==> config.mk <==
export PLATFORM = sky130hd
export DESIGN_NAME = dt_target
export DESIGN_NICKNAME = d
export VERILOG_FILES = /design/src/rtl/dt_pkg.sv /design/src/rtl/dt_match.sv /design/src/rtl/dt_slot.sv /design/src/rtl/dt_bus_fsm.sv /design/src/rtl/dt_target.sv
export SDC_FILE = /design/constraint.sdc
export NUM_CORES = 1
export LEC_CHECK = 0
export BUFFER_PORTS_ARGS = -buffer_cell sky130_fd_sc_hd__buf_2
export CORE_MARGIN = 2
export CORE_UTILIZATION = 45
export DETAILED_ROUTE_END_ITERATION = 8
export PLACE_DENSITY_LB_ADDON = 0.25
export SLEW_MARGIN = 0
export SYNTH_ARGS = -nofsm -noshare
export SYNTH_HDL_FRONTEND = slang
export SYNTH_SLANG_ARGS = --single-unit
==> constraint.sdc <==
create_clock -name clk -period 2.68 [get_ports clk]
set_clock_uncertainty 0.05 [all_clocks]
set_input_delay 0.268 -clock clk [delete_from_list [all_inputs] [get_ports clk]]
set_output_delay 0.268 -clock clk [all_outputs]
set_load 0.05 [all_outputs]
==> src/rtl/dt_pkg.sv <==
package dt_pkg;

    localparam logic [3:0] CMD_IO_RD  = 4'b0010;
    localparam logic [3:0] CMD_IO_WR  = 4'b0011;
    localparam logic [3:0] CMD_MEM_RD = 4'b0110;

    typedef enum logic [1:0] {
        BUS_IDLE  = 2'd0,
        BUS_CLAIM = 2'd1,
        BUS_RESP  = 2'd2
    } bus_state_t;

    typedef enum logic [1:0] {
        SLOT_EMPTY = 2'd0,
        SLOT_ISSUE = 2'd1,
        SLOT_WAIT  = 2'd2,
        SLOT_DONE  = 2'd3
    } slot_state_t;

    function automatic logic cmd_supported(input logic [3:0] c);
        return (c == CMD_IO_RD) || (c == CMD_IO_WR) || (c == CMD_MEM_RD);
    endfunction

    function automatic logic cmd_is_write(input logic [3:0] c);
        return c == CMD_IO_WR;
    endfunction

endpackage

==> src/rtl/dt_match.sv <==
module dt_match #(
    parameter int AW = 32,
    parameter int DW = 32,
    localparam int BW = DW / 8
) (
    input  logic [3:0]    cand_cmd,
    input  logic [AW-1:0] cand_addr,
    input  logic [BW-1:0] cand_be,
    input  logic [DW-1:0] cand_data,
    input  logic [3:0]    held_cmd,
    input  logic [AW-1:0] held_addr,
    input  logic [BW-1:0] held_be,
    input  logic [DW-1:0] held_data,
    output logic          same
);
    import dt_pkg::*;

    logic data_ok;

    always_comb begin
        data_ok = !cmd_is_write(held_cmd) || (cand_data == held_data);
        same    = (cand_cmd == held_cmd) && (cand_addr == held_addr) &&
                  (cand_be == held_be) && data_ok;
    end

endmodule

==> src/rtl/dt_slot.sv <==
module dt_slot #(
    parameter int AW = 32,
    parameter int DW = 32,
    parameter int DISCARD_W = 15,
    localparam int BW = DW / 8
) (
    input  logic          clk,
    input  logic          rst_n,
    input  logic          rec_fire,
    input  logic [3:0]    rec_cmd,
    input  logic [AW-1:0] rec_addr,
    input  logic [BW-1:0] rec_be,
    input  logic [DW-1:0] rec_data,
    input  logic          dlv_fire,
    output logic          busy,
    output logic          done,
    output logic [3:0]    held_cmd,
    output logic [AW-1:0] held_addr,
    output logic [BW-1:0] held_be,
    output logic [DW-1:0] held_data,
    output logic [DW-1:0] held_rdata,
    output logic          req_valid,
    input  logic          req_ready,
    output logic          req_write,
    output logic [AW-1:0] req_addr,
    output logic [BW-1:0] req_be,
    output logic [DW-1:0] req_wdata,
    input  logic          resp_valid,
    input  logic [DW-1:0] resp_rdata
);
    import dt_pkg::*;

    slot_state_t          st, st_nx;
    logic [DISCARD_W-1:0] age;
    logic                 expire;

    assign expire = (age == {DISCARD_W{1'b1}});

    always_comb begin
        st_nx = st;
        unique case (st)
            SLOT_EMPTY: if (rec_fire)   st_nx = SLOT_ISSUE;
            SLOT_ISSUE: if (req_ready)  st_nx = SLOT_WAIT;
            SLOT_WAIT:  if (resp_valid) st_nx = SLOT_DONE;
            SLOT_DONE:  if (dlv_fire || expire) st_nx = SLOT_EMPTY;
            default:    st_nx = SLOT_EMPTY;
        endcase
    end

    always_ff @(posedge clk) begin
        if (!rst_n) begin
            st         <= SLOT_EMPTY;
            age        <= '0;
            held_cmd   <= '0;
            held_addr  <= '0;
            held_be    <= '0;
            held_data  <= '0;
            held_rdata <= '0;
        end else begin
            st <= st_nx;
            if (st == SLOT_EMPTY && rec_fire) begin
                held_cmd  <= rec_cmd;
                held_addr <= rec_addr;
                held_be   <= rec_be;
                held_data <= rec_data;
            end
            if (st == SLOT_WAIT && resp_valid) begin
                held_rdata <= resp_rdata;
                age        <= '0;
            end else if (st == SLOT_DONE) begin
                age <= age + 1'b1;
            end
        end
    end

    always_comb begin
        busy      = (st != SLOT_EMPTY);
        done      = (st == SLOT_DONE);
        req_valid = (st == SLOT_ISSUE);
        req_write = cmd_is_write(held_cmd);
        req_addr  = held_addr;
        req_be    = held_be;
        req_wdata = held_data;
    end

endmodule

==> src/rtl/dt_bus_fsm.sv <==
module dt_bus_fsm #(
    parameter int AW = 32,
    parameter int DW = 32,
    parameter int WIN_BITS = 12,
    parameter logic [AW-1:0] BASE_ADDR = 32'h4000_0000,
    localparam int BW = DW / 8
) (
    input  logic          clk,
    input  logic          rst_n,
    input  logic          frame_i,
    input  logic          irdy_i,
    input  logic [AW-1:0] ad_i,
    input  logic [3:0]    cbe_i,
    input  logic          slot_busy,
    input  logic          slot_done,
    input  logic          slot_same,
    input  logic [DW-1:0] slot_rdata,
    output logic [3:0]    cur_cmd,
    output logic [AW-1:0] cur_addr,
    output logic          rec_fire,
    output logic          dlv_fire,
    output logic          devsel_o,
    output logic          trdy_o,
    output logic          stop_o,
    output logic [DW-1:0] ad_o,
    output logic          ad_oe_o
);
    import dt_pkg::*;

    bus_state_t    st, st_nx;
    logic          frame_q;
    logic          resp_data;
    logic [DW-1:0] ad_q;
    logic          start, in_win, decide;

    always_comb begin
        start    = frame_i && !frame_q;
        in_win   = (ad_i[AW-1:WIN_BITS] == BASE_ADDR[AW-1:WIN_BITS]);
        decide   = (st == BUS_CLAIM) && irdy_i;
        rec_fire = decide && !slot_busy;
        dlv_fire = decide && slot_busy && slot_done && slot_same;
        st_nx    = st;
        unique case (st)
            BUS_IDLE:  if (start && in_win && cmd_supported(cbe_i)) st_nx = BUS_CLAIM;
            BUS_CLAIM: if (irdy_i) st_nx = BUS_RESP;
            BUS_RESP:  st_nx = BUS_IDLE;
            default:   st_nx = BUS_IDLE;
        endcase
    end

    always_ff @(posedge clk) begin
        if (!rst_n) begin
            st        <= BUS_IDLE;
            frame_q   <= 1'b0;
            cur_cmd   <= '0;
            cur_addr  <= '0;
            resp_data <= 1'b0;
            ad_q      <= '0;
        end else begin
            st      <= st_nx;
            frame_q <= frame_i;
            if (st == BUS_IDLE && start) begin
                cur_cmd  <= cbe_i;
                cur_addr <= ad_i;
            end
            if (decide) begin
                resp_data <= dlv_fire;
                if (dlv_fire) ad_q <= slot_rdata;
            end
        end
    end

    always_comb begin
        devsel_o = (st == BUS_CLAIM) || (st == BUS_RESP);
        trdy_o   = (st == BUS_RESP) && resp_data;
        stop_o   = (st == BUS_RESP) && !resp_data;
        ad_oe_o  = trdy_o && !cmd_is_write(cur_cmd);
        ad_o     = ad_q;
    end

endmodule

==> src/rtl/dt_target.sv <==
module dt_target #(
    parameter int AW = 32,
    parameter int DW = 32,
    parameter int WIN_BITS = 12,
    parameter logic [AW-1:0] BASE_ADDR = 32'h4000_0000,
    parameter int DISCARD_W = 15,
    localparam int BW = DW / 8
) (
    input  logic          clk,
    input  logic          rst_n,
    input  logic          frame_i,
    input  logic          irdy_i,
    input  logic [AW-1:0] ad_i,
    input  logic [3:0]    cbe_i,
    output logic          devsel_o,
    output logic          trdy_o,
    output logic          stop_o,
    output logic [DW-1:0] ad_o,
    output logic          ad_oe_o,
    output logic          req_valid_o,
    input  logic          req_ready_i,
    output logic          req_write_o,
    output logic [AW-1:0] req_addr_o,
    output logic [BW-1:0] req_be_o,
    output logic [DW-1:0] req_wdata_o,
    input  logic          resp_valid_i,
    input  logic [DW-1:0] resp_rdata_i
);

    logic [3:0]    cur_cmd, held_cmd;
    logic [AW-1:0] cur_addr, held_addr;
    logic [BW-1:0] held_be;
    logic [DW-1:0] held_data, held_rdata;
    logic          rec_fire, dlv_fire, slot_busy, slot_done, slot_same;

    dt_bus_fsm #(.AW(AW), .DW(DW), .WIN_BITS(WIN_BITS), .BASE_ADDR(BASE_ADDR)) u_bus (
        .clk(clk), .rst_n(rst_n), .frame_i(frame_i), .irdy_i(irdy_i),
        .ad_i(ad_i), .cbe_i(cbe_i),
        .slot_busy(slot_busy), .slot_done(slot_done), .slot_same(slot_same),
        .slot_rdata(held_rdata), .cur_cmd(cur_cmd), .cur_addr(cur_addr),
        .rec_fire(rec_fire), .dlv_fire(dlv_fire),
        .devsel_o(devsel_o), .trdy_o(trdy_o), .stop_o(stop_o),
        .ad_o(ad_o), .ad_oe_o(ad_oe_o)
    );

    dt_match #(.AW(AW), .DW(DW)) u_match (
        .cand_cmd(cur_cmd), .cand_addr(cur_addr),
        .cand_be(cbe_i[BW-1:0]), .cand_data(ad_i[DW-1:0]),
        .held_cmd(held_cmd), .held_addr(held_addr),
        .held_be(held_be), .held_data(held_data),
        .same(slot_same)
    );

    dt_slot #(.AW(AW), .DW(DW), .DISCARD_W(DISCARD_W)) u_slot (
        .clk(clk), .rst_n(rst_n),
        .rec_fire(rec_fire), .rec_cmd(cur_cmd), .rec_addr(cur_addr),
        .rec_be(cbe_i[BW-1:0]), .rec_data(ad_i[DW-1:0]),
        .dlv_fire(dlv_fire), .busy(slot_busy), .done(slot_done),
        .held_cmd(held_cmd), .held_addr(held_addr), .held_be(held_be),
        .held_data(held_data), .held_rdata(held_rdata),
        .req_valid(req_valid_o), .req_ready(req_ready_i),
        .req_write(req_write_o), .req_addr(req_addr_o),
        .req_be(req_be_o), .req_wdata(req_wdata_o),
        .resp_valid(resp_valid_i), .resp_rdata(resp_rdata_i)
    );

endmodule

==> results of run 1 <==
==> placed cells by master, fill, tap and decap left out, drive strengths merged, types with 16 or more instances in the layout <==
cell / netlist / routed
dfxtp: 193 / 193
a21oi: 175 / 175
nand2: 297 / 297
buf: 11 / 195
xor2: 72 / 72
nand3: 46 / 46
nor2: 21 / 21
o21ai: 34 / 34
nor4: 25 / 25
clkbuf: 51 / 17
inv: 7 / 16
==> kinds of logic after synthesis <==
group | after synthesis | synth area share (%)
AOI/OAI and AO/OA | 220 | 14.3
xor gates and xnor gates | 86 | 9.34
adders and majority gates | 9 | 1.40
buffers and inverters | 70 | 3.65
DFF | 193 | 47.9
muxes | 1 | 0.124
and+or+nand+nor | 430 | 23.3
==> layer usage <==
layer / up-vias / wire length (um)
met5: - / 0
met4: 0 / 607
met3: 36 / 1870
met2: 283 / 10200
met1: 3433 / 10200
li1: 3690 / -
==> flip-flops by register name, indices dropped and copies added (netlist names) <==
register,cells
u_bus.ad_o,32
u_bus.cur_addr,32
u_slot.held_addr,32
u_slot.held_data,32
u_slot.held_rdata,32
u_slot.age,15
u_bus.cur_cmd,4
u_slot.held_be,4
u_slot.held_cmd,4
u_bus.st,2
u_slot.st,2
u_bus.frame_q,1
u_bus.resp_data,1
==> critical path, cell delays in order (launching register included) <==
cell and delay (ps):
sky130_fd_sc_hd__dfxtp_1 390, sky130_fd_sc_hd__inv_1 100, sky130_fd_sc_hd__ha_1 270, sky130_fd_sc_hd__nand4b_1 260, sky130_fd_sc_hd__nor2_1 190, sky130_fd_sc_hd__nand3b_1 90, sky130_fd_sc_hd__or4_4 640, sky130_fd_sc_hd__o21ai_0 270
sky130_fd_sc_hd__a21oi_1 90
==> per-stage QoR <==
step	cells	total power [mW]
2_1_floorplan	1009	3.20
3_3_place_gp	1367	3.37
3_5_place_dp	1367	3.37
4_1_cts	1399	5.87
5_1_grt	1399	6.02
6_report	1399	5.84
==> cell type report <==
cell class / count / area (um^2) / area share, %
inverter: 8 / 32.5 / 0.333
clock buffer: 17 / 425 / 4.35
tap: 225 / 282 / 2.88
clock inverter: 15 / 165 / 1.69
sequential: 193 / 3860 / 39.5
multi-input combinational: 746 / 3920 / 40.1
timing repair buffer: 195 / 1090 / 11.2
==> final timing paths <==
check,start,to,slack (ps),cells after the start
min,resp_rdata_i[16],u_slot.held_rdata[16],9,3
min reg2reg,u_slot.held_rdata[21],u_slot.held_rdata[21],410,2
max reg2reg,u_slot.st[0],u_bus.ad_o[31],200,8
max,u_slot.st[0],u_bus.ad_o[31],200,8
==> power by group through the flow <==
stage,sequential (mW),clock (mW),combinational (mW)
final,2.93,2.53,0.375
after global routing,2.94,2.67,0.410
after CTS,2.93,2.56,0.373
after detailed placement,3.00,0,0.371
after global placement,3.00,0,0.369
after floorplan,2.99,0,0.211
==> reports/qor.yml, run 1 <==
outcome:
  status: "complete, no violations"
timing:
  max_freq_mhz: 404
  rsz0062_at_grt: "no"
  timing.final.setup_violations: 0
  layout_setup_ws_ps: 202
  whs_ps: 9.20
  report.final.hold_viol_count: 0
  finalSetupTns_ps: 0
  min_period_ps: 2480
  tightestPinTransition_ps: 634
  timing.final.crit_share_pct: 92.5
  final-max-slew-violation-count: 0
  maxSlewHeadroom_pct: 57.2
layout:
  utilization_after_layout_pct: 56.2
  layout-area-overhead-vs-synth_pct: 21.3
  n_diodes: 0
  final_area_mm2: 0.00978
  drive_above_1_share_pct: 20.1
  n_fill_cell: 1687
  final_net_count: 1244
placed_design:
  placedInstanceArea_mm2: 0.00919
  portBuffers: 179
  placement.setup.worst_slack_ps: 239
  final_weighted_congestion_in_routability_driven_placement: 0.922
  dp_hpwl_um: 15800
clock_network:
  path_clk_slew_ps: 80
  cts_inserted_buffers: 17
  cts_tree: "done"
  clockBufferDepth: 2
  root_buffer: "sky130_fd_sc_hd__clkbuf_16"
  cts-htree-levels: 4
  cts.sink_count: 193
  clkLatencyLatePin_ps: 430
  cts_setup_buffers: 0
  hold_buffers: 0
  cts_resized: 0
yosys:
  synth-seq-cells: 193
  mappedNetlistArea_mm2: 0.00807
  postSynthNetCount: 1092
  synthCells: 1009
  post-synth-top-area-cell: "sky130_fd_sc_hd__dfxtp_1"
  synthDistinctLibCells: 43
  syn_avg_cell_area_um2: 7.99
  synth.most_common_cell: "sky130_fd_sc_hd__nand2_1"
  synth_largest_type_area_fraction_pct: 47.9
  seq_area_frac_synth_pct: 47.9
  synth_common_cells: "297 x sky130_fd_sc_hd__nand2_1, 193 x sky130_fd_sc_hd__dfxtp_1, 175 x sky130_fd_sc_hd__a21oi_1, 72 x sky130_fd_sc_hd__xor2_1, 51 x sky130_fd_sc_hd__clkbuf_1"
  yosys_most_used_dff: "sky130_fd_sc_hd__dfxtp_1"
  synthesis.yosys.warnings: 0
  asyncSetResetFlopFracSynth_pct: 0
  synth_edf_count: 0
  post_synth_main_area_contributors: "sky130_fd_sc_hd__dfxtp_1 48%, sky130_fd_sc_hd__nand2_1 14%, sky130_fd_sc_hd__a21oi_1 11%"
floorplan:
  die_outline_width_um: 138
  chip_height_um: 138
  fp.coreArea_mm2: 0.0174
  floorplan.die_area_mm2: 0.0190
  core.rowCount: 48
  ioPinCount: 180
  starting_density_of_the_core_pct: 46.3
drt:
  residual_antenna_violating_net_count_after_detailed_routing: 0
  dr_total_vias: 7442
  wl_per_cell_um: 16.3
  avgViaCountPerCell: 5.32
  detail_route.drc_violations: 0
  drt-initial-drc-count: 583
  wirelength_um: 22800
  number_of_iterations_in_the_first_detailed_routing_pass: 6
global_route:
  grt.overflow.total: 0
  wire_length_of_the_first_global_routing_pass_um: 35200
  grtUsageMet1_pct: 33.4
  antenna_found_initial: 0
  globalRouteMet2Util_pct: 35.6
  grt_busiest_layer: "met2"
  first_global_vias: 6680
  grt_total_usage_pct: 23.7
  largest_net_degree_at_the_start_of_global_routing: 63
  groute.layer.met3.usage_pct: 5.26
worst_setup_path:
  worst-setup-path-type: "register to register"
  critPathMaxFanout: 32
  critPathCaptureType: "register"
  worst-endpoint-required_ps: 2940
  endpoint_arrival_time_on_the_critical_path_ps: 2740
  crit_path_start_kind: "register"
pwr:
  power.static_leakage_nw: 4.03
  worst_ir_drop_vdd_mv: 0.452
  power.switching_mw: 1.55
  power_switching_share_pct: 26.5
  relative_contribution_of_combinational_cells_to_total_power_pct: 6.4
  seq_power_share_pct: 50.3
  pwr-share-clk_pct: 43.3
  internal_power_mw: 4.29
  power.density_mw_per_mm2: 597
min_path:
  min_path_type: "input port to register"
run:
  max-cap-violations: 0
Note: power is estimated with default switching activity, not from simulation.
==> run 2: changes to the inputs <==
clock period = 2.9 ns   (was 2.68 ns; I/O delays follow)
==> run 2 against run 1 <==
  * First-iteration DRC count up 16%
  * Clock-buffer cell count unchanged
  * Die area unchanged
  * Largest power group unchanged
  * Highest routed layer unchanged
==> reports/qor.yml, run 2 (synthesized netlist as in run 1, its figures left out) <==
placed_design:
  placement.setup.worst_slack_ps: 432  # +193 ps
  portBuffers: 179  # unchanged
  placedInstanceArea_mm2: 0.00916  # -0.35%
  dp_hpwl_um: 15700  # -0.68%
  final_weighted_congestion_in_routability_driven_placement: 0.914  # -0.90%
floorplan:
  starting_density_of_the_core_pct: 46.3  # unchanged
  core.rowCount: 48  # unchanged
  ioPinCount: 180  # unchanged
  fp.coreArea_mm2: 0.0174  # unchanged
  die_outline_width_um: 138  # unchanged
  chip_height_um: 138  # unchanged
  floorplan.die_area_mm2: 0.0190  # unchanged
clock_network:
  clockBufferDepth: 2  # unchanged
  cts-htree-levels: 4  # unchanged
  root_buffer: "sky130_fd_sc_hd__clkbuf_16"
  hold_buffers: 0  # unchanged
  cts_setup_buffers: 0  # unchanged
  path_clk_slew_ps: 90  # about the same
  cts_resized: 0  # unchanged
  clkLatencyLatePin_ps: 440  # about the same
  cts_inserted_buffers: 17  # unchanged
  cts.sink_count: 193  # unchanged
  cts_tree: "done"
worst_setup_path:
  worst-endpoint-required_ps: 3140  # +200 ps
  endpoint_arrival_time_on_the_critical_path_ps: 2720  # -20 ps
  crit_path_start_kind: "register"
  worst-setup-path-type: "register to register"
  critPathCaptureType: "register"
  critPathMaxFanout: 32  # unchanged
  ff2ff_setup_slack_ps: 420  # +220 ps
  regToRegEndpoint: "u_bus.ad_o[5]"
  number_of_cell_instances_on_the_worst_register_to_register_path: 8  # unchanged
  critical_path.reg2reg.startpoint: "u_slot.st[0]"
drt:
  number_of_iterations_in_the_first_detailed_routing_pass: 6  # unchanged
  wl_per_cell_um: 16.2  # -0.82%
  routed-wl-met3_um: 1740  # -6.8%
  met2_wire_len_um: 10200  # -0.11%
  dr_total_vias: 7455  # +0.17%
  met1_length_um: 10200  # +0.65%
  avgViaCountPerCell: 5.33  # +0.25%
  residual_antenna_violating_net_count_after_detailed_routing: 0  # unchanged
  highest_layer_used_for_signal_routing: "met4"
  drt-initial-drc-count: 674  # +16%
  wirelength_um: 22600  # -0.89%
  detail_route.drc_violations: 0  # unchanged
global_route:
  wire_length_of_the_first_global_routing_pass_um: 35300  # +0.26%
  grt.overflow.total: 0  # unchanged
  grt_total_usage_pct: 23.9  # +0.12 points
  first_global_vias: 6746  # +0.99%
  antenna_found_initial: 0  # unchanged
  largest_net_degree_at_the_start_of_global_routing: 78  # +24%
layout:
  final_area_mm2: 0.00981  # +0.27%
  n_diodes: 0  # unchanged
  layout-area-overhead-vs-synth_pct: 21.6
  drive_above_1_share_pct: 20.0  # -0.068 points
  commonest_non_fill_non_tap_cell_in_the_layout: "sky130_fd_sc_hd__nand2_1"
  multi_input_area_mm2: 0.00392  # unchanged
  seq_area_mm2: 0.00386  # unchanged
  final_net_count: 1243  # -0.080%
  n_fill_cell: 1621  # -3.9%
  commonest_cells_after_routing_fill_and_taps_aside: "297 x sky130_fd_sc_hd__nand2_1, 193 x sky130_fd_sc_hd__dfxtp_1, 179 x sky130_fd_sc_hd__buf_2, 175 x sky130_fd_sc_hd__a21oi_1, 72 x sky130_fd_sc_hd__xor2_1"
timing:
  max_freq_mhz: 404  # about the same
  final-max-slew-violation-count: 0  # unchanged
  tightestPinTransition_ps: 848  # +214 ps
  timing.final.setup_violations: 0  # unchanged
  report.final.hold_viol_count: 0  # unchanged
  min_period_ps: 2480  # -1.35 ps
  layout_setup_ws_ps: 423  # +221 ps
  maxSlewHeadroom_pct: 43.4  # -14 points
  finalSetupTns_ps: 0  # unchanged
  timing.final.crit_share_pct: 85.4  # -7.1 points
  rsz0062_at_grt: "no"
pwr:
  power.static_leakage_nw: 4.04  # +0.22%
  power.density_mw_per_mm2: 564  # -5.4%
  worst_ir_drop_vdd_mv: 0.491  # +8.6%
  power_mw: 5.54  # -5.1%
min_path:
  whs_path_depth: 2  # -1
  min_path_type: "input port to register"
  holdPathEnd: "u_bus.frame_q"
  hold_path.startpoint: "frame_i"
outcome:
  status: "complete, no violations"
run:
  max-cap-violations: 0  # unchanged
[run 2: cell count changes in the layout (fill, tap and decap cells not counted), sizes merged]
cell / delta
clkinv: +2
buf: -1
clkinvlp: -1
inv: -1
[run 2: report_power, final]
part	total (mW)	switching (mW)	internal, mW
registers	2.71	0.0310	2.68
logic	0.348	0.225	0.123
clock network	2.48	1.26	1.22
[run 2: final cells by class]
type | count | area share [%]
timing repair buffer | 194 | 10.8
clock buffer | 17 | 4.34
clock inverter | 15 | 2.28
tap | 225 | 2.87
sequential | 193 | 39.4
multi-input combinational | 746 | 40.0
inverter | 8 | 0.332
[run 2: how the worst max path moves through the flow]
stage / to / slack [ps] / startpoint / cells after the start
floorplan: u_bus.ad_o[21] / 420 / u_slot.held_addr[17] / 7
global route: u_bus.ad_o[31] / 250 / u_slot.st[0] / 8
detailed placement: u_bus.ad_o[31] / 430 / u_slot.st[0] / 8
global placement: u_bus.ad_o[3] / 510 / u_slot.st[0] / 8
finish: u_bus.ad_o[5] / 420 / u_slot.st[0] / 8
CTS: u_bus.ad_o[5] / 420 / u_slot.st[0] / 8
[run 2: metrics by stage]
stage                     util, %  hold slack (ps)  instances
after CTS                    56.3             5.91       1398
after global routing         56.3             10.8       1398
after floorplan                 -              362       1009
final                        56.3             23.0       1398
after global placement       52.6              391       1366
after detailed placement     52.6              397       1366
[run 2: critical path, stage by stage (launching register included)]
cell                       delay, ps
sky130_fd_sc_hd__dfxtp_1         390
sky130_fd_sc_hd__inv_1           100
sky130_fd_sc_hd__ha_1            260
sky130_fd_sc_hd__nand4b_1        280
sky130_fd_sc_hd__nor2_1          200
sky130_fd_sc_hd__nand3b_1         90
sky130_fd_sc_hd__or4_4           630
sky130_fd_sc_hd__o21ai_1         220
sky130_fd_sc_hd__a21oi_1          90
[run 2: routing by layer]
metal | vias to the layer above | global-route usage [%]
li1 | 3686 | -
met1 | 3490 | 33.4
met2 | 251 | 36.1
met3 | 28 | 6.10
met4 | 0 | 7.48
met5 | - | 0
==> run 3: changes to the inputs <==
RECOVER_POWER = 25   (was default)
SETUP_SLACK_MARGIN = 0.15   (was default)
==> run 3 against run 2 <==
  * Sequential cell count stayed put
  * Total power hardly changed
  * First-iteration DRC count is 5.3% lower
  * Non-clock buffer count stayed put
  * Sequential power hardly changed
  * Clock power hardly changed
  * Worst setup slack worse by 3.0 ps
  * Sequential share of layout area is 0.38 points higher
  * Final cell count stayed put
==> reports/qor.yml, run 3 (synthesized netlist as in run 1, its figures left out) <==
timing:
  max_freq_mhz: 403  # -0.12%
  min_period_ps: 2480  # +2.97 ps
  tightestPinTransition_ps: 845  # -3.39 ps
  report.final.hold_viol_count: 0  # unchanged
  whs_ps: 23.7  # +0.671 ps
  maxSlewHeadroom_pct: 43.7  # +0.23 points
  timing.final.setup_violations: 0  # unchanged
  timing.final.crit_share_pct: 85.5  # +0.10 points
  finalSetupTns_ps: 0  # unchanged
  rsz0062_at_grt: "no"
  layout_setup_ws_ps: 420  # -2.97 ps
  final-max-slew-violation-count: 0  # unchanged
clock_network:
  hold_buffers: 0  # unchanged
  clkLatencyLatePin_ps: 440  # about the same
  cts-htree-levels: 4  # unchanged
  cts_resized: 0  # unchanged
  path_clk_slew_ps: 90  # about the same
  cts_inserted_buffers: 17  # unchanged
  cts_tree: "done"
  root_buffer: "sky130_fd_sc_hd__clkbuf_16"
  clockBufferDepth: 2  # unchanged
  cts.sink_count: 193  # unchanged
  cts_setup_buffers: 0  # unchanged
pwr:
  worst_ir_drop_vdd_mv: 0.488  # -0.67%
  power.density_mw_per_mm2: 570  # +0.96%
  power.static_leakage_nw: 3.71  # -8.1%
drt:
  dr_total_vias: 7459  # +0.054%
  detail_route.drc_violations: 0  # unchanged
  drt-initial-drc-count: 638  # -5.3%
  number_of_iterations_in_the_first_detailed_routing_pass: 5  # -1
  wl_per_cell_um: 16.3  # +0.62%
  wirelength_um: 22700  # +0.62%
  residual_antenna_violating_net_count_after_detailed_routing: 0  # unchanged
  avgViaCountPerCell: 5.34  # about the same
worst_setup_path:
  worst-setup-path-type: "register to register"
  critPathCaptureType: "register"
  critical_path.reg2reg.startpoint: "u_slot.st[0]"
  critPathMaxFanout: 32  # unchanged
  crit_path_start_kind: "register"
  endpoint_arrival_time_on_the_critical_path_ps: 2720  # about the same
  worst-endpoint-required_ps: 3140  # about the same
  critPathLaunch: "u_slot.st[0]"
floorplan:
  fp.coreArea_mm2: 0.0174  # unchanged
  die_outline_width_um: 138  # unchanged
  chip_height_um: 138  # unchanged
  ioPinCount: 180  # unchanged
  starting_density_of_the_core_pct: 46.3  # unchanged
  core.rowCount: 48  # unchanged
  floorplan.die_area_mm2: 0.0190  # unchanged
placed_design:
  portBuffers: 179  # unchanged
  final_weighted_congestion_in_routability_driven_placement: 0.914  # unchanged
  placement.setup.worst_slack_ps: 432  # unchanged
  dp_hpwl_um: 15700  # unchanged
global_route:
  largest_net_degree_at_the_start_of_global_routing: 78  # unchanged
  grt.overflow.total: 0  # unchanged
  grt_total_usage_pct: 23.9  # unchanged
  wire_length_of_the_first_global_routing_pass_um: 35300  # unchanged
  antenna_found_initial: 0  # unchanged
  first_global_vias: 6746  # unchanged
layout:
  drive_above_1_share_pct: 13.7  # -6.3 points
  commonest_cells_after_routing_fill_and_taps_aside: "297 x sky130_fd_sc_hd__nand2_1, 193 x sky130_fd_sc_hd__dfxtp_1, 175 x sky130_fd_sc_hd__a21oi_1, 105 x sky130_fd_sc_hd__buf_2, 74 x sky130_fd_sc_hd__clkbuf_1"
  n_fill_cell: 1656  # +2.2%
  n_diodes: 0  # unchanged
  final_net_count: 1243  # unchanged
  commonest_non_fill_non_tap_cell_in_the_layout: "sky130_fd_sc_hd__nand2_1"
  layout-area-overhead-vs-synth_pct: 20.5
min_path:
  hold_path.startpoint: "frame_i"
  min_path_type: "input port to register"
outcome:
  status: "complete, no violations"
run:
  max-cap-violations: 0  # unchanged
## run 3: final timing paths
check                               end  slack (ps)  cells after the start
setup / recovery          u_bus.ad_o[5]         420                      8
hold / removal            u_bus.frame_q          20                      2
setup reg to reg          u_bus.ad_o[5]         420                      8
hold reg to reg   u_slot.held_rdata[22]         410                      2
## run 3: per-stage QoR
step / util, % / std cells / cell area, um^2 / power, mW
2_1_floorplan: - / 1009 / 8070 / 2.96
3_3_place_gp: 52.6 / 1366 / 9160 / 3.12
3_5_place_dp: 52.6 / 1366 / 9160 / 3.12
4_1_cts: 56.3 / 1398 / 9810 / 5.57
5_1_grt: 55.8 / 1398 / 9720 / 5.73
6_report: 55.8 / 1398 / 9720 / 5.54
## run 3: power breakdown
group | switching, mW | internal [mW]
Combinational | 0.226 | 0.122
Sequential | 0.0311 | 2.68
Clock | 1.26 | 1.22
Total | 1.52 | 4.02
## run 3: routing by layer
metal | track usage (%) | up-vias | routed length, um
li1 | - | 3694 | -
met1 | 33.4 | 3478 | 10500
met2 | 36.1 | 259 | 10100
met3 | 6.10 | 28 | 1710
met4 | 7.48 | 0 | 471
met5 | 0 | - | 0
## run 3: critical path, cell delays in order, from the launching register on
cell and delay [ps]:
sky130_fd_sc_hd__dfxtp_1 390, sky130_fd_sc_hd__inv_1 100, sky130_fd_sc_hd__ha_1 260, sky130_fd_sc_hd__nand4b_1 280, sky130_fd_sc_hd__nor2_1 200, sky130_fd_sc_hd__nand3b_1 90, sky130_fd_sc_hd__or4_4 630, sky130_fd_sc_hd__o21ai_1 220
sky130_fd_sc_hd__a21oi_1 90
## run 3: area by class of cell
| class | count | area, um^2 | share of cell area, % |
|---|---|---|---|
| timing repair buffer | 194 | 966 | 9.94 |
| tap | 225 | 282 | 2.90 |
| inverter | 8 | 32.5 | 0.335 |
| clock buffer | 17 | 425 | 4.38 |
| sequential | 193 | 3860 | 39.8 |
| clock inverter | 15 | 224 | 2.31 |
| multi-input combinational | 746 | 3920 | 40.4 |
